### config.mk
export PLATFORM = sky130hd
export DESIGN_NAME = uart_lb_ctrl
export DESIGN_NICKNAME = d
export VERILOG_FILES = /design/src/rtl/uart_lb_pkg.sv /design/src/rtl/uart_lb_fifo.sv /design/src/rtl/uart_lb_tx.sv /design/src/rtl/uart_lb_rx.sv /design/src/rtl/uart_lb_ctrl.sv
export SDC_FILE = /design/constraint.sdc
export NUM_CORES = 1
export LEC_CHECK = 0
export BUFFER_PORTS_ARGS = -buffer_cell sky130_fd_sc_hd__buf_2
export CAP_MARGIN = 20
export CORE_AREA = 2 2 130 132
export CTS_CLUSTER_SIZE = 24
export DETAILED_ROUTE_END_ITERATION = 8
export DIE_AREA = 0 0 132 134
export PLACE_DENSITY = 0.59
export SYNTH_ARGS = -nofsm -noshare
export SYNTH_HDL_FRONTEND = slang
export SYNTH_SLANG_ARGS = --single-unit
export TNS_END_PERCENT = 100
### constraint.sdc
create_clock -name clk -period 2.9 [get_ports clk]
set_input_delay 0.58 -clock clk [delete_from_list [all_inputs] [get_ports clk]]
set_output_delay 0.58 -clock clk [all_outputs]
set_load 0.03 [all_outputs]
### src/rtl/uart_lb_pkg.sv
package uart_lb_pkg;

    typedef enum logic [1:0] {
        LB_NORMAL = 2'd0,
        LB_LOCAL  = 2'd1,
        LB_REMOTE = 2'd2
    } lb_mode_e;

    typedef struct packed {
        logic [1:0] len_code;
        logic       par_en;
        logic       par_odd;
        logic       stop_two;
    } frame_cfg_t;

    function automatic logic [3:0] char_len(input logic [1:0] code);
        return 4'd5 + {2'b00, code};
    endfunction

    function automatic logic calc_parity(input logic [7:0] d, input logic [1:0] code,
                                         input logic odd);
        logic [7:0] mask;
        mask = 8'hFF >> (2'd3 - code);
        return (^(d & mask)) ^ odd;
    endfunction

endpackage

### src/rtl/uart_lb_fifo.sv
module uart_lb_fifo #(
    parameter int W     = 8,
    parameter int DEPTH = 4
) (
    input  logic         clk,
    input  logic         rst_n,
    input  logic         push,
    input  logic [W-1:0] din,
    input  logic         pop,
    output logic [W-1:0] head,
    output logic         full,
    output logic         empty
);
    localparam int AW = $clog2(DEPTH);

    typedef struct packed {
        logic [DEPTH-1:0][W-1:0] mem;
        logic [AW:0]             wp;
        logic [AW:0]             rp;
    } fifo_st_t;

    fifo_st_t r_q, r_d;

    assign empty = (r_q.wp == r_q.rp);
    assign full  = (r_q.wp[AW-1:0] == r_q.rp[AW-1:0]) && (r_q.wp[AW] != r_q.rp[AW]);
    assign head  = r_q.mem[r_q.rp[AW-1:0]];

    always_comb begin
        r_d = r_q;
        if (push && !full) begin
            r_d.mem[r_q.wp[AW-1:0]] = din;
            r_d.wp = r_q.wp + 1'b1;
        end
        if (pop && !empty) begin
            r_d.rp = r_q.rp + 1'b1;
        end
    end

    always_ff @(posedge clk or negedge rst_n) begin
        if (!rst_n) r_q <= '0;
        else        r_q <= r_d;
    end

    // occupancy never exceeds the queue depth
    a_r3_fifo_bound: assert property (@(posedge clk) disable iff (!rst_n)
        ((r_q.wp - r_q.rp) <= (AW+1)'(DEPTH)));

endmodule

### src/rtl/uart_lb_tx.sv
module uart_lb_tx
    import uart_lb_pkg::*;
#(
    parameter int DIV_W = 16
) (
    input  logic             clk,
    input  logic             rst_n,
    input  logic [DIV_W-1:0] div,
    input  frame_cfg_t       cfg,
    input  logic             load,
    input  logic [7:0]       load_data,
    output logic             busy,
    output logic             line
);
    typedef enum logic [2:0] {T_IDLE, T_START, T_DATA, T_PAR, T_STOP} tx_st_e;

    typedef struct packed {
        tx_st_e           st;
        logic [DIV_W-1:0] pre;
        logic [3:0]       sub;
        logic [2:0]       idx;
        logic [7:0]       sh;
        logic             pbit;
        logic             extra_stop;
    } tx_reg_t;

    tx_reg_t r_q, r_d;
    logic    tick;

    assign tick = (r_q.pre == div);
    assign busy = (r_q.st != T_IDLE);

    always_comb begin
        case (r_q.st)
            T_START: line = 1'b0;
            T_DATA:  line = r_q.sh[0];
            T_PAR:   line = r_q.pbit;
            default: line = 1'b1;
        endcase
    end

    always_comb begin
        r_d = r_q;
        if (r_q.st != T_IDLE) r_d.pre = tick ? '0 : r_q.pre + 1'b1;
        if (r_q.st == T_IDLE) begin
            if (load) begin
                r_d.st         = T_START;
                r_d.pre        = '0;
                r_d.sub        = '0;
                r_d.idx        = '0;
                r_d.sh         = load_data;
                r_d.pbit       = calc_parity(load_data, cfg.len_code, cfg.par_odd);
                r_d.extra_stop = cfg.stop_two;
            end
        end else if (tick) begin
            r_d.sub = r_q.sub + 4'd1;
            if (r_q.sub == 4'd15) begin
                case (r_q.st)
                    T_START: r_d.st = T_DATA;
                    T_DATA: begin
                        r_d.sh  = r_q.sh >> 1;
                        r_d.idx = r_q.idx + 3'd1;
                        if ({1'b0, r_q.idx} == char_len(cfg.len_code) - 4'd1)
                            r_d.st = cfg.par_en ? T_PAR : T_STOP;
                    end
                    T_PAR: r_d.st = T_STOP;
                    default: begin
                        if (r_q.extra_stop) r_d.extra_stop = 1'b0;
                        else                r_d.st = T_IDLE;
                    end
                endcase
            end
        end
    end

    always_ff @(posedge clk or negedge rst_n) begin
        if (!rst_n) r_q <= '{st: T_IDLE, default: '0};
        else        r_q <= r_d;
    end

    // an accepted load is followed by the low start bit
    a_r2_start_low: assert property (@(posedge clk) disable iff (!rst_n)
        (load && !busy) |=> (line == 1'b0));

endmodule

### src/rtl/uart_lb_rx.sv
module uart_lb_rx
    import uart_lb_pkg::*;
#(
    parameter int DIV_W = 16
) (
    input  logic             clk,
    input  logic             rst_n,
    input  logic [DIV_W-1:0] div,
    input  frame_cfg_t       cfg,
    input  logic             line,
    output logic             busy,
    output logic             done,
    output logic [7:0]       data,
    output logic             perr,
    output logic             ferr
);
    typedef enum logic [2:0] {R_IDLE, R_START, R_DATA, R_PAR, R_STOP} rx_st_e;

    typedef struct packed {
        rx_st_e           st;
        logic [DIV_W-1:0] pre;
        logic [3:0]       sub;
        logic [2:0]       idx;
        logic [7:0]       sh;
        logic             pbad;
        logic             done;
        logic             perr;
        logic             ferr;
    } rx_reg_t;

    rx_reg_t r_q, r_d;
    logic    tick;

    assign tick = (r_q.pre == div);
    assign busy = (r_q.st != R_IDLE);
    assign done = r_q.done;
    assign data = r_q.sh;
    assign perr = r_q.perr;
    assign ferr = r_q.ferr;

    always_comb begin
        r_d      = r_q;
        r_d.done = 1'b0;
        if (r_q.st != R_IDLE) r_d.pre = tick ? '0 : r_q.pre + 1'b1;
        case (r_q.st)
            R_IDLE: begin
                if (!line) begin
                    r_d.st  = R_START;
                    r_d.pre = '0;
                    r_d.sub = '0;
                end
            end
            R_START: begin
                if (tick) begin
                    r_d.sub = r_q.sub + 4'd1;
                    if (r_q.sub == 4'd7) begin
                        if (!line) begin
                            r_d.st   = R_DATA;
                            r_d.sub  = '0;
                            r_d.idx  = '0;
                            r_d.sh   = '0;
                            r_d.pbad = 1'b0;
                        end else begin
                            r_d.st = R_IDLE;
                        end
                    end
                end
            end
            R_DATA: begin
                if (tick) begin
                    r_d.sub = r_q.sub + 4'd1;
                    if (r_q.sub == 4'd15) begin
                        r_d.sh[r_q.idx] = line;
                        r_d.idx = r_q.idx + 3'd1;
                        if ({1'b0, r_q.idx} == char_len(cfg.len_code) - 4'd1)
                            r_d.st = cfg.par_en ? R_PAR : R_STOP;
                    end
                end
            end
            R_PAR: begin
                if (tick) begin
                    r_d.sub = r_q.sub + 4'd1;
                    if (r_q.sub == 4'd15) begin
                        r_d.pbad = (line != calc_parity(r_q.sh, cfg.len_code, cfg.par_odd));
                        r_d.st   = R_STOP;
                    end
                end
            end
            default: begin
                if (tick) begin
                    r_d.sub = r_q.sub + 4'd1;
                    if (r_q.sub == 4'd15) begin
                        r_d.done = 1'b1;
                        r_d.perr = cfg.par_en & r_q.pbad;
                        r_d.ferr = !line;
                        r_d.st   = R_IDLE;
                    end
                end
            end
        endcase
    end

    always_ff @(posedge clk or negedge rst_n) begin
        if (!rst_n) r_q <= '{st: R_IDLE, default: '0};
        else        r_q <= r_d;
    end

    // each assembled character is reported by a single-cycle pulse
    a_r3_done_single: assert property (@(posedge clk) disable iff (!rst_n)
        done |=> !done);

endmodule

### src/rtl/uart_lb_ctrl.sv
module uart_lb_ctrl
    import uart_lb_pkg::*;
#(
    parameter int DIV_W      = 16,
    parameter int FIFO_DEPTH = 4
) (
    input  logic             clk,
    input  logic             rst_n,
    input  logic [1:0]       loop_sel,
    input  logic [1:0]       data_bits,
    input  logic             parity_en,
    input  logic             parity_odd,
    input  logic             stop_two,
    input  logic [DIV_W-1:0] tx_div,
    input  logic [DIV_W-1:0] rx_div,
    input  logic             wr_en,
    input  logic [7:0]       wr_data,
    output logic             tx_busy,
    input  logic             rd_en,
    output logic [7:0]       rd_data,
    output logic             rx_avail,
    input  logic             clr_status,
    output logic             par_err,
    output logic             frm_err,
    output logic             ovr_err,
    output logic             txd,
    input  logic             rxd
);
    typedef struct packed {
        lb_mode_e   mode;
        logic       echo_full;
        logic [7:0] echo_data;
        logic       perr;
        logic       ferr;
        logic       oerr;
        logic       rx_s1;
        logic       rx_s2;
    } ctrl_reg_t;

    ctrl_reg_t  r_q, r_d;
    frame_cfg_t cfg;
    lb_mode_e   want;
    logic       tx_line, tx_busy_w, tx_load, rx_busy_w, rx_done, rx_perr, rx_ferr;
    logic       rx_line, fifo_push, fifo_full, fifo_empty, echo_take;
    logic [7:0] tx_byte, rx_byte;

    assign cfg = '{len_code: data_bits, par_en: parity_en, par_odd: parity_odd,
                   stop_two: stop_two};

    assign want     = loop_sel[1] ? LB_LOCAL : (loop_sel[0] ? LB_REMOTE : LB_NORMAL);
    assign rx_line  = (r_q.mode == LB_LOCAL) ? tx_line : r_q.rx_s2;
    assign txd      = (r_q.mode == LB_LOCAL) ? 1'b1 : tx_line;
    assign tx_busy  = tx_busy_w;
    assign rx_avail = !fifo_empty;
    assign par_err  = r_q.perr;
    assign frm_err  = r_q.ferr;
    assign ovr_err  = r_q.oerr;

    always_comb begin
        r_d       = r_q;
        fifo_push = 1'b0;
        echo_take = (r_q.mode == LB_REMOTE) && r_q.echo_full && !tx_busy_w;
        tx_load   = (r_q.mode == LB_REMOTE) ? r_q.echo_full : wr_en;
        tx_byte   = (r_q.mode == LB_REMOTE) ? r_q.echo_data : wr_data;
        r_d.rx_s1 = rxd;
        r_d.rx_s2 = r_q.rx_s1;
        if (clr_status) begin
            r_d.perr = 1'b0;
            r_d.ferr = 1'b0;
            r_d.oerr = 1'b0;
        end
        if (echo_take) r_d.echo_full = 1'b0;
        if (rx_done) begin
            if (rx_perr) r_d.perr = 1'b1;
            if (rx_ferr) r_d.ferr = 1'b1;
            if (r_q.mode == LB_REMOTE) begin
                if (r_q.echo_full && !echo_take) begin
                    r_d.oerr = 1'b1;
                end else begin
                    r_d.echo_full = 1'b1;
                    r_d.echo_data = rx_byte;
                end
            end else begin
                fifo_push = 1'b1;
                if (fifo_full) r_d.oerr = 1'b1;
            end
        end
        if (!tx_busy_w && !rx_busy_w && !r_q.echo_full) r_d.mode = want;
    end

    always_ff @(posedge clk or negedge rst_n) begin
        if (!rst_n) r_q <= '{mode: LB_NORMAL, rx_s1: 1'b1, rx_s2: 1'b1, default: '0};
        else        r_q <= r_d;
    end

    uart_lb_tx #(.DIV_W(DIV_W)) u_tx (
        .clk       (clk),
        .rst_n     (rst_n),
        .div       (tx_div),
        .cfg       (cfg),
        .load      (tx_load),
        .load_data (tx_byte),
        .busy      (tx_busy_w),
        .line      (tx_line)
    );

    uart_lb_rx #(.DIV_W(DIV_W)) u_rx (
        .clk   (clk),
        .rst_n (rst_n),
        .div   (rx_div),
        .cfg   (cfg),
        .line  (rx_line),
        .busy  (rx_busy_w),
        .done  (rx_done),
        .data  (rx_byte),
        .perr  (rx_perr),
        .ferr  (rx_ferr)
    );

    uart_lb_fifo #(.W(8), .DEPTH(FIFO_DEPTH)) u_fifo (
        .clk   (clk),
        .rst_n (rst_n),
        .push  (fifo_push),
        .din   (rx_byte),
        .pop   (rd_en),
        .head  (rd_data),
        .full  (fifo_full),
        .empty (fifo_empty)
    );

    // the active mode holds while either engine is mid-frame
    a_r9_mode_hold: assert property (@(posedge clk) disable iff (!rst_n)
        (tx_busy_w || rx_busy_w) |=> $stable(r_q.mode));

    // error flags fall only through a clear
    a_r5_perr_sticky: assert property (@(posedge clk) disable iff (!rst_n)
        (par_err && !clr_status) |=> par_err);
    a_r5_ferr_sticky: assert property (@(posedge clk) disable iff (!rst_n)
        (frm_err && !clr_status) |=> frm_err);

    // an empty queue stays empty while echoing
    a_r11_queue_quiet: assert property (@(posedge clk) disable iff (!rst_n)
        (r_q.mode == LB_REMOTE && !rx_avail) |=> !rx_avail);

    // completion against an occupied echo register raises overrun
    a_r12_overrun: assert property (@(posedge clk) disable iff (!rst_n)
        (r_q.mode == LB_REMOTE && rx_done && r_q.echo_full && tx_busy_w) |=> ovr_err);

endmodule

==> summary.txt, run 1 <==
Run status
  • Outcome: finished, final reports clean

Critical path
  • Required @ worst endpoint: about 2300 ps
  • CP Launch Type: register
  • Crit path DAT: between 2000 and 2500 ps
  • Worst-path cell chain: or3b_2, a21oi_1, nand2b_1, buf_2
  • Crit-path slowest cell: or3b_2
  • CP delay by family, top: simple AND/OR/NAND/NOR gates
  • R2R Path End: u_tx.r_q[14]
  • Setup crit end kind: output port
  • R2R setup slack: between 400 and 500 ps
  • WP buf/inv: 1
  • Worst path max stage delay: between 400 and 500 ps
  • CP Class: register to output port
  • Reg-to-reg critical path startpoint: r_q[15]
  • Worst Reg-to-Reg Cells: 5
  • CP max FO: 9

GRT
  • GR Overflow Total: 0
  • Initial antenna violation count: 0
  • Largest net degree at the start of global routing: 55
  • GRT Util Overall: a little under a fifth
  • Vias in the first global route: approximately 5,300
  • Global-route wire length before repair: 26.2 mm

Layout
  • ANT cells: 0
  • Layout cells sized above 1: between 20% and 30%
  • Fin area: 8030 um2
  • Layout area overhead: 17.0%
  • Nets: around 800

STA
  • Setup Skew: around 8.6 ps
  • Final setup vio count: 0
  • Slew margin rel.: 33.5%
  • Tmin final: roughly 2600 ps
  • Unrepaired setup endpoints after global routing: no
  • Total negative setup slack: 0 ps
  • Worst-margin pin slew: 995 ps
  • Final Hold Fails: 0
  • Tcrit/Tclk final: approximately 91%
  • Final Max Tran Viols: 0
  • F_max: 378 MHz

Logic synthesis
  • Mux contribution to synthesized area: roughly 11%
  • Synthesized Nets: around 730
  • Distinct cells, synth: between 50 and 60
  • Synth Area in Compound Gates: between 10% and 20%
  • Post-synth ARST share: 100%
  • Post-synthesis sequential area ratio: a little under half
  • Cell taking the most area after synthesis: dfrtp_1
  • Post-synth EDFFs: 0
  • Xor/xnor share of the synthesized area: between 10% and 20%
  • Yosys synthesis warning count: 0
  • Syn Std Cell Area: slightly below 7000 um2
  • Yosys top cell area share: between 40% and 50%
  • Top cells by area, synth: dfrtp_1 46%, xnor2_1 8.2%, mux2_2 7.6%, o21ai_0 4.2%, nand2_1 3.9%
  • Mapped Cells: around 660
  • Ys flop type: dfrtp_1
  • Synth Area in Simple Gates: about 15%
  • Adder-cell share of the synthesized area: between 2 and 2.5%
  • Largest family of logic cells by synthesized area: simple AND/OR/NAND/NOR gates
  • Syn avg cell area: 10.3 um2
  • Seq cells post-synth: about 130

CTS
  • Hold_buf cts: 0
  • CTS tree: yes
  • Clk Latency, worst-skew pair: ~420 ps
  • Cts bufs inserted: 17
  • CTS resizes: 0
  • Max clock buf depth: 2
  • Clock-pin slew on the worst setup and hold paths: 50 ps
  • CTS H-tree lvls: 4
  • CTS Sinks: 128
  • Post-CTS setup buffer count: 0
  • Root buf cell: clkbuf_16

Floorplan
  • Die height: between 100 and 150 um
  • Placeable core area: between 15,000 and 20,000 um2
  • Core Rows: between 40 and 50
  • IO Count: 67
  • Die ar.: around 18,000 um2
  • Initial core utilization: a little over two fifths
  • Die Width: ~130 um

Route
  • Wire per inst: around 16 um
  • First drt pass iteration count: 5
  • DRC violations left: 0
  • Number of nets still failing antenna checks after routing: 0
  • Vias/cell: between 5 and 6
  • Vias: between 5,000 and 6,000
  • DRT Wirelength: around 16 mm
  • Initial drt markers: 324

Placed design
  • Area of placed instances: 7460 um2
  • Detail Placement HPWL: 11.2 mm
  • GP Congestion: 0.814
  • I/O Buffers: 66

Power
  • Sw power: ~1.3 mW
  • Pwr Density: 603 nW/um2
  • Clock power frac: a little over two fifths
  • Sequential share of power: approximately 45%
  • Pleak: ~3.7 nW
  • Combinational group share of total power: around 12%
  • Pwr Total: slightly below 5 mW
  • Sw frac: a little over a quarter
  • Int Pwr: between 3 and 4 mW
  • Peak supply drop: roughly 400 uV

Worst hold path
  • Worst Hold Class: input port to async pin

Flow run
  • Max-Cap Viols: 0
==> cell usage after synthesis, types with 3 or more instances <==
cell type,n
mux2_2,46
a21o_1,4
o2bb2ai_1,3
dfrtp_1,126
nand2b_1,6
nor4_1,4
xor2_1,17
and2_1,4
o21ai_0,57
buf_2,8
or3_1,4
a21oi_1,27
xnor2_1,64
nand2_1,71
ha_1,11
nor2_1,43
nand4_1,13
a221o_1,5
mux2i_1,6
mux4_2,8
inv_1,14
nand3_1,28
and3_1,10
nor2b_1,8
clkbuf_1,15
a22o_1,10
nor3_1,10
==> power by group through the flow <==
stage	Combinational (mW)	Clock [mW]	Sequential, mW
after floorplan	0.467	0	2.11
after global placement	0.578	0	2.20
after detailed placement	0.597	0	2.20
after CTS	0.602	2.11	2.17
after global routing	0.684	2.19	2.20
final	0.593	2.07	2.17
==> flip-flops by register name, summed over array words and instances (netlist names), 8 cells and up <==
signal / flops
u_tx.r_q: 36
u_rx.data: 8
r_q: 12
u_fifo.r_q: 38
u_rx.r_q: 27
==> worst max path at each step <==
stage,from,endpoint,slack (ps),depth (start not counted)
5_1_grt,u_tx.r_q[33],txd,130,4
3_3_place_gp,tx_div[13],u_tx.r_q[2],390,7
2_1_floorplan,tx_div[13],u_tx.r_q[3],640,7
6_report,u_tx.r_q[33],txd,250,4
3_5_place_dp,tx_div[4],u_tx.r_q[14],350,8
4_1_cts,u_tx.r_q[33],txd,250,4
==> kinds of logic after synthesis <==
logic type               after synthesis
flip-flops                           128
XOR/XNOR                              82
AO/OA/AOI/OAI                        127
buffers and inverters                 43
adder cells (fa/ha/maj)               11
AND/OR/NAND/NOR                      213
multiplexers                          60
==> stage by stage <==
| step | hold WS, ps | util [%] | setup WS (ps) | cells |
|---|---|---|---|---|
| 6_report | 229 | 49.3 | 252 | 967 |
| 5_1_grt | 244 | 49.3 | 131 | 967 |
| 4_1_cts | 242 | 49.3 | 246 | 967 |
| 3_5_place_dp | 347 | 45.8 | 352 | 935 |
| 3_3_place_gp | 347 | 45.8 | 386 | 935 |
| 2_1_floorplan | 284 | - | 636 | 664 |
==> routing by layer <==
layer,vias up,wire [um],GRT usage [%]
met1,2592,7460,25.1
met3,16,644,4.54
li1,2490,-,-
met4,0,194,5.56
met2,115,7340,30.3
met5,-,0,0
==> cells in the final DEF (no fill, tap or decap), types with 3 or more instances in the layout <==
master	Yosys	routed
nand2_1	71	71
a21oi_1	27	27
a21o_1	4	4
and2_1	4	4
a221o_1	5	5
o21ai_0	57	57
buf_4	0	12
nand2b_1	6	6
mux4_2	8	8
clkbuf_16	0	17
inv_1	14	14
mux2_2	46	46
dfrtp_1	126	126
clkbuf_1	15	6
buf_2	8	65
ha_1	11	11
o2bb2ai_1	3	3
clkbuf_8	0	3
nand3_1	28	28
clkinv_2	0	4
nor2b_1	8	8
or3_1	4	4
a22o_1	10	10
nor4_1	4	4
and3_1	10	10
xor2_1	17	17
nand4_1	13	13
nor3_1	10	10
nor2_1	43	43
mux2i_1	6	6
xnor2_1	64	64
==> worst reg2reg max path, delay by kind of cell, from the launching register on <==
family | cells | cell delay [ps]
AOI/OAI and AO/OA | 1 | 310
and+or+nand+nor | 3 | 1130
muxes | 1 | 520
DFF | 1 | 370
==> area by class of cell <==
cell class,instances,area (um2)
fill,1524,8260
multi-input combinational,493,3460
sequential,128,3210
clock buffer,26,489
timing repair buffer,79,455
tap,220,275
clock inverter,6,80.1
inverter,15,56.3
Power figures use the tool's default switching activity.
==> run 2: changes to the inputs <==
- CORE_AREA: 2 2 130 132 -> 2 2 127 129
- CTS_BUF_LIST: unset -> sky130_fd_sc_hd__clkbuf_2
- DIE_AREA: 0 0 132 134 -> 0 0 129 131
- GPL_TIMING_DRIVEN: unset -> 0
- PLACE_DENSITY: 0.59 -> 0.62
==> run 2 against run 1 <==
Against the previous run:
- clock power shrank 52%
- sequential share of layout area rose by 1.6 points
- wire length decreased by 2.8%
- via count grew 0.59%
- die area is 4.5% lower
- power is 22% lower
- global-route usage is 0.65 points higher
- first-iteration DRC count shrank 1.5%
- setup slack worse by 84 ps
- core utilization is 0.19 points higher
- final cell count rose by 1.0%
- critical endpoint unchanged
- largest cell class unchanged
==> summary.txt, run 2 (synthesis gave the netlist of run 1 again) <==
GRT
  • GR Overflow Total: 0
  • Initial antenna violation count: 0
  • Global-route wire length before repair: 25.5 mm
  • GRT Util Overall: between 10% and 20%
  • Largest net degree at the start of global routing: 77
  • Vias in the first global route: between 5,000 and 6,000

Floorplan
  • IO Count: 67
  • Die ar.: between 15,000 and 20,000 um2
  • Initial core utilization: 44.0%
  • Die Width: roughly 130 um
  • Placeable core area: between 15,000 and 20,000 um2
  • Core Rows: 46
  • Die height: 131 um

CTS
  • Clk Latency, worst-skew pair: just under 700 ps
  • CTS Sinks: approximately 130
  • Post-CTS setup buffer count: 0
  • Root buf cell: clkbuf_2
  • CTS tree: yes
  • Max clock buf depth: 2
  • Cts bufs inserted: 17
  • Clock-pin slew on the worst setup and hold paths: 160 ps
  • CTS H-tree lvls: 4

STA
  • F_max: roughly 370 MHz
  • Final setup vio count: 0
  • Slew margin rel.: a little over two fifths
  • Final Worst Setup Slack: between 150 and 200 ps
  • Final Max Tran Viols: 0
  • Setup Skew: ~28 ps
  • Tcrit/Tclk final: between 90% and 100%
  • Unrepaired setup endpoints after global routing: no
  • Worst-margin pin slew: roughly 860 ps
  • Final Hold Fails: 0
  • Tmin final: around 2700 ps

Placed design
  • GP Congestion: approximately 0.9
  • I/O Buffers: 65
  • Detail Placement HPWL: approximately 11 mm
  • Worst slack, placed: ~140 ps

Layout
  • Final core utilization: about half
  • Max reg flops: 38
  • Layout cells sized above 1: between 20% and 30%
  • Regs by FF count: u_fifo.r_q (38), u_tx.r_q (36), u_rx.r_q (27)
  • Reg with most FFs: u_fifo.r_q
  • Layout area overhead: 12.5%
  • FILL cells: around 1,500
  • ANT cells: 0
  • Nets: just over 800
  • Commonest non-fill, non-tap cell in the layout: dfrtp_1
  • Most frequent cells in the layout: 126 x dfrtp_1, 71 x buf_2, 71 x nand2_1

Route
  • Highest Signal Layer: met4
  • Wire per inst: 15.6 um
  • DRC violations left: 0
  • Met1 Wirelength: around 7.2 mm
  • Initial drt markers: 319
  • DRT Wirelength: ~15 mm
  • Vias/cell: about 5.4
  • Vias: between 5,000 and 6,000
  • First drt pass iteration count: 5
  • Number of nets still failing antenna checks after routing: 0
  • Met2 WL post-DR: 7.16 mm
  • Met3 routed WL: 722 um

Critical path
  • CP delay by family, top: simple AND/OR/NAND/NOR gates
  • Required @ worst endpoint: between 2000 and 2500 ps
  • Crit path DAT: 2150 ps
  • Worst-path cell chain: or3b_2, a21oi_4, nand2b_1, buf_2
  • WP buf/inv: 1
  • CP max FO: 9
  • Crit-path slowest cell: or3b_2
  • CP Class: register to output port
  • Setup crit end kind: output port
  • Worst path max stage delay: around 530 ps
  • CP Launch Type: register

Flow run
  • Max-Cap Viols: 0

Power
  • Pwr Density: 489 nW/um2
  • Pleak: 3.57 nW
  • Peak supply drop: about 260 uV

Worst hold path
  • Worst Hold Class: input port to register

Run status
  • Outcome: finished, final reports clean
## run 2: stage by stage
step           power [mW]  TNS, ps  std cells  hold slack (ps)  area [um2]
2_1_floorplan        2.58        0        664              284        6860
3_3_place_gp         2.77   -53050        945              349        7450
3_5_place_dp         2.80        0        946              349        7490
4_1_cts              3.82        0        978             31.7        7710
5_1_grt              4.00        0        977             52.1        7710
6_report             3.77        0        977              124        7710
## run 2: area by class of cell
| class | count | area [um2] | area share, % |
|---|---|---|---|
| multi-input combinational | 493 | 3470 | 45.0 |
| tap | 216 | 270 | 3.50 |
| timing repair buffer | 68 | 379 | 4.91 |
| sequential | 128 | 3210 | 41.6 |
| inverter | 15 | 56.3 | 0.730 |
| clock inverter | 10 | 95.1 | 1.23 |
| clock buffer | 21 | 105 | 1.36 |
| buffer | 26 | 128 | 1.65 |
## run 2: timing repair
| action | in CTS | in global routing |
|---|---|---|
| cloned | 0 | 0 |
| gates resized for setup | 2 | 3 |
| endpoints found under the setup margin | 2 | 11 |
| endpoints found under the hold margin | 51 | 0 |
| hold buffers | 2 | 0 |
| pin swaps | 1 | 0 |
## run 2: path summary, 6_finish.rpt
kind	from	to	slack (ps)	depth (start not counted)
worst max-delay path	u_tx.r_q[33]	txd	170	4
worst min-delay path	clr_status	par_err	120	2
worst max register to register	u_tx.r_q[21]	u_tx.r_q[31]	410	7
worst min register to register	r_d[0]	r_q[0]	370	0
max in group asynchronous	rst_n	u_tx.r_q[14]	1760	3
min in group asynchronous	rst_n	u_fifo.r_q[7]	380	2
## run 2: where the power goes
| part | internal [mW] | switching [mW] | total [mW] | leakage, nW |
|---|---|---|---|---|
| Sequential | 1.94 | 0.195 | 2.13 | 1.67 |
| Clock | 0.387 | 0.617 | 1.00 | 0.137 |
| Combinational | 0.320 | 0.312 | 0.632 | 1.76 |
| Total | 2.65 | 1.12 | 3.77 | 3.57 |
## run 2: routing by layer
metal,track usage [%],vias to the layer above
li1,-,2530
met3,4.97,13
met4,6.01,0
met5,0,-
met2,30.5,110
met1,26.5,2591
==> run 3: changes to the inputs <==
- ABC_AREA: unset -> 1
- CAP_MARGIN: 20 -> unset
- CORE_AREA: 2 2 127 129 -> 2 2 133 135
- DIE_AREA: 0 0 129 131 -> 0 0 135 137
- PLACE_DENSITY: 0.62 -> 0.61
==> run 3 against run 2 <==
Against the previous run:
- critical endpoint is now tx_busy
- critical path depth up 1
- flip-flop and latch count unchanged
- clock skew down 1.1 ps
- combinational power rose to 3.3 times the previous value
- hold slack worse by 52 ps
- maximum frequency about the same
- largest power group unchanged
- non-clock buffer count up 5
==> summary.txt, run 3 <==
Logic synthesis
  • Syn avg cell area: between 7 and 8 um2
  • Yosys top cell area share: between 40% and 50%
  • Post-synthesis sequential area ratio: approximately 43%
  • Seq cells post-synth: between 100 and 150
  • Most frequent cells after synthesis: 308 x nand2_1, 126 x dfrtp_1, 106 x inv_1, 101 x o21ai_0, 80 x nor2_1
  • Post-synth ARST share: 100%
  • Synthesized Nets: approximately 1,100
  • Ys flop type: dfrtp_1
  • Post-synth EDFFs: 0
  • Yosys synthesis warning count: 0
  • Top cells by area, synth: dfrtp_1 42%, nand2_1 15%, o21ai_0 6.7%, inv_1 5.3%, nor2_1 4.0%
  • Distinct cells, synth: 40
  • Cell taking the most area after synthesis: dfrtp_1
  • Mapped Cells: about 1,000
  • Count leader, synth: nand2_1
  • Syn Std Cell Area: ~7500 um2

STA
  • Worst-margin pin slew: approximately 520 ps
  • Slew margin rel.: between 60% and 70%
  • F_max: ~370 MHz
  • Final Hold Fails: 0
  • Final setup vio count: 0
  • Final Max Tran Viols: 0
  • Tcrit/Tclk final: 94.2%
  • Tmin final: between 2000 and 3000 ps
  • Setup Skew: between 20 and 30 ps
  • Unrepaired setup endpoints after global routing: no
  • Final Worst Setup Slack: ~170 ps

Layout
  • Fin area: roughly 8500 um2
  • Reg with most FFs: u_fifo.r_q
  • Most frequent cells in the layout: 308 x nand2_1, 124 x dfrtp_1, 105 x inv_1
  • Regs by FF count: u_fifo.r_q (38), u_tx.r_q (36), u_rx.r_q (27)
  • Nets: between 1,000 and 1,500
  • FILL cells: roughly 1,700
  • Commonest non-fill, non-tap cell in the layout: nand2_1
  • Layout cells sized above 1: roughly 17%
  • Layout area overhead: 13.0%
  • Max reg flops: 38

Critical path
  • CP Class: register to output port
  • Required @ worst endpoint: 2320 ps
  • CP max FO: 10
  • Crit path DAT: roughly 2200 ps
  • CP Launch Type: register
  • Setup crit end kind: output port

Power
  • Combinational group share of total power: a little under two fifths
  • Pleak: between 4 and 5 nW
  • Pwr Density: roughly 640 nW/um2
  • Peak supply drop: between 400 and 500 uV
  • Int Pwr: approximately 3.1 mW
  • Sequential share of power: between 30 and 40%
  • Clock power frac: between 20% and 30%
  • Sw power: around 2.3 mW
  • Sw frac: between 40 and 50%

Floorplan
  • IO Count: between 60 and 70
  • Die ar.: around 18,000 um2
  • Placeable core area: approximately 17,000 um2
  • Initial core utilization: 43.9%
  • Die height: between 100 and 150 um
  • Die Width: about 140 um
  • Core Rows: 48

CTS
  • Clk Latency, worst-skew pair: approximately 750 ps
  • Max clock buf depth: 2
  • Clock-pin slew on the worst setup and hold paths: 210 ps
  • Root buf cell: clkbuf_2
  • CTS tree: yes
  • CTS H-tree lvls: 4
  • CTS Sinks: 128
  • Cts bufs inserted: 17

Route
  • Number of nets still failing antenna checks after routing: 0
  • DRT Wirelength: approximately 18 mm
  • Wire per inst: between 10 and 15 um
  • Initial drt markers: 312
  • Vias/cell: between 4 and 5
  • DRC violations left: 0
  • First drt pass iteration count: 6
  • Vias: about 6,600

GRT
  • Vias in the first global route: about 6,000
  • Global-route wire length before repair: between 20 and 30 mm
  • Busiest grt layer: met2
  • Met3 global-route usage: 3.96%
  • Met2 usage: a little under a third
  • GR Overflow Total: 0
  • GRT Util Overall: 20.0%
  • Largest net degree at the start of global routing: 81
  • Initial antenna violation count: 1
  • Met1 usage: roughly 29%

Worst hold path
  • Worst Hold Class: input port to register

Run status
  • Outcome: finished, final reports clean

Placed design
  • Area of placed instances: between 8000 and 9000 um2
  • Worst slack, placed: roughly 630 ps
  • I/O Buffers: between 60 and 70
  • GP Congestion: between 0.8 and 0.9
  • Detail Placement HPWL: between 10 and 15 mm

Flow run
  • Max-Cap Viols: 0
==> run 3: cell count changes in the layout (fill, tap and decap cells not counted), moves of 18 or more <==
cell     change
nand4_1     +18
inv_1       +91
nor2_1      +37
nand3_1     +21
xnor2_1     -49
o22ai_1     +21
nand2_1    +237
mux2_2      -46
o21ai_0     +44
==> run 3: stage by stage <==
| stage | hold WS (ps) | std cells | total power [mW] | util [%] | setup TNS [ps] |
|---|---|---|---|---|---|
| finish | 71.7 | 1337 | 5.41 | 49.7 | 0 |
| global route | 17.6 | 1337 | 5.81 | 49.7 | 0 |
| CTS | 20.3 | 1335 | 5.42 | 49.5 | 0 |
| detailed placement | 367 | 1301 | 4.20 | 47.7 | 0 |
| global placement | 366 | 1300 | 4.18 | 47.5 | -73290 |
| floorplan | 284 | 1009 | 3.61 | - | 0 |
==> run 3: worst max-delay path: stages, from the launching register on <==
cell and delay, ps:
dfrtp_2 510, nor2_4 150, nand2_4 120, clkbuf_4 220, clkbuf_4 210, buf_2 190
==> run 3: power groups by stage <==
stage / logic, mW / clock network, mW / registers (mW)
after floorplan: 1.51 / 0 / 2.10
after global placement: 2.04 / 0 / 2.14
after detailed placement: 2.06 / 0 / 2.14
after CTS: 2.06 / 1.26 / 2.11
after global routing: 2.33 / 1.33 / 2.15
final: 2.07 / 1.22 / 2.12
==> run 3: layer usage <==
layer | part of all wire [%] | vias up
met5 | 0 | -
met4 | 1.5 | 0
met3 | 3.6 | 15
met2 | 44 | 109
met1 | 51 | 3024
li1 | - | 3431
==> run 3: kinds of logic (layout without fill, tap and decap cells) <==
| family | after synthesis | count (layout) | synth area share, % |
|---|---|---|---|
| buffers and inverters | 154 | 256 | 8.68 |
| and+or+nand+nor | 516 | 516 | 30.1 |
| DFF | 128 | 128 | 42.8 |
| adders and majority gates | 11 | 11 | 1.84 |
| xor gates and xnor gates | 43 | 43 | 5.03 |
| other | 0 | 1 | 0 |
| AOI/OAI and AO/OA | 157 | 157 | 11.5 |
==> run 3: area by class of cell <==
cell class	instances	area (um2)	share of cell area, %
plain buffers	28	179	2.11
diodes	1	2.50	0.0295
clock buffers	17	85.1	1.00
well taps	225	282	3.32
clock inverters	15	186	2.20
flip-flops and latches	128	3210	37.9
repair buffers	71	404	4.77
multi-input cells	727	3640	43.0
inverters	125	480	5.67
==> run 3: path summary, 6_finish.rpt <==
path / startpoint / to / slack [ps] / depth (start not counted)
max in group asynchronous: rst_n / u_rx.data[1] / 1820 / 3
setup / recovery: u_tx.r_q[35] / tx_busy / 170 / 5
hold / removal: loop_sel[0] / r_q[15] / 70 / 3
hold reg to reg: r_d[0] / r_q[0] / 370 / 0
min in group asynchronous: rst_n / u_tx.r_q[23] / 320 / 2
setup reg to reg: u_fifo.r_q[0] / u_fifo.r_q[37] / 820 / 10
==> run 3: what timing repair did <==
item	CTS	global route
buffers inserted	0	0
hold buffers	3	1
resized for setup	3	6
endpoints found under the hold margin	49	1
endpoints found under the setup margin	9	3
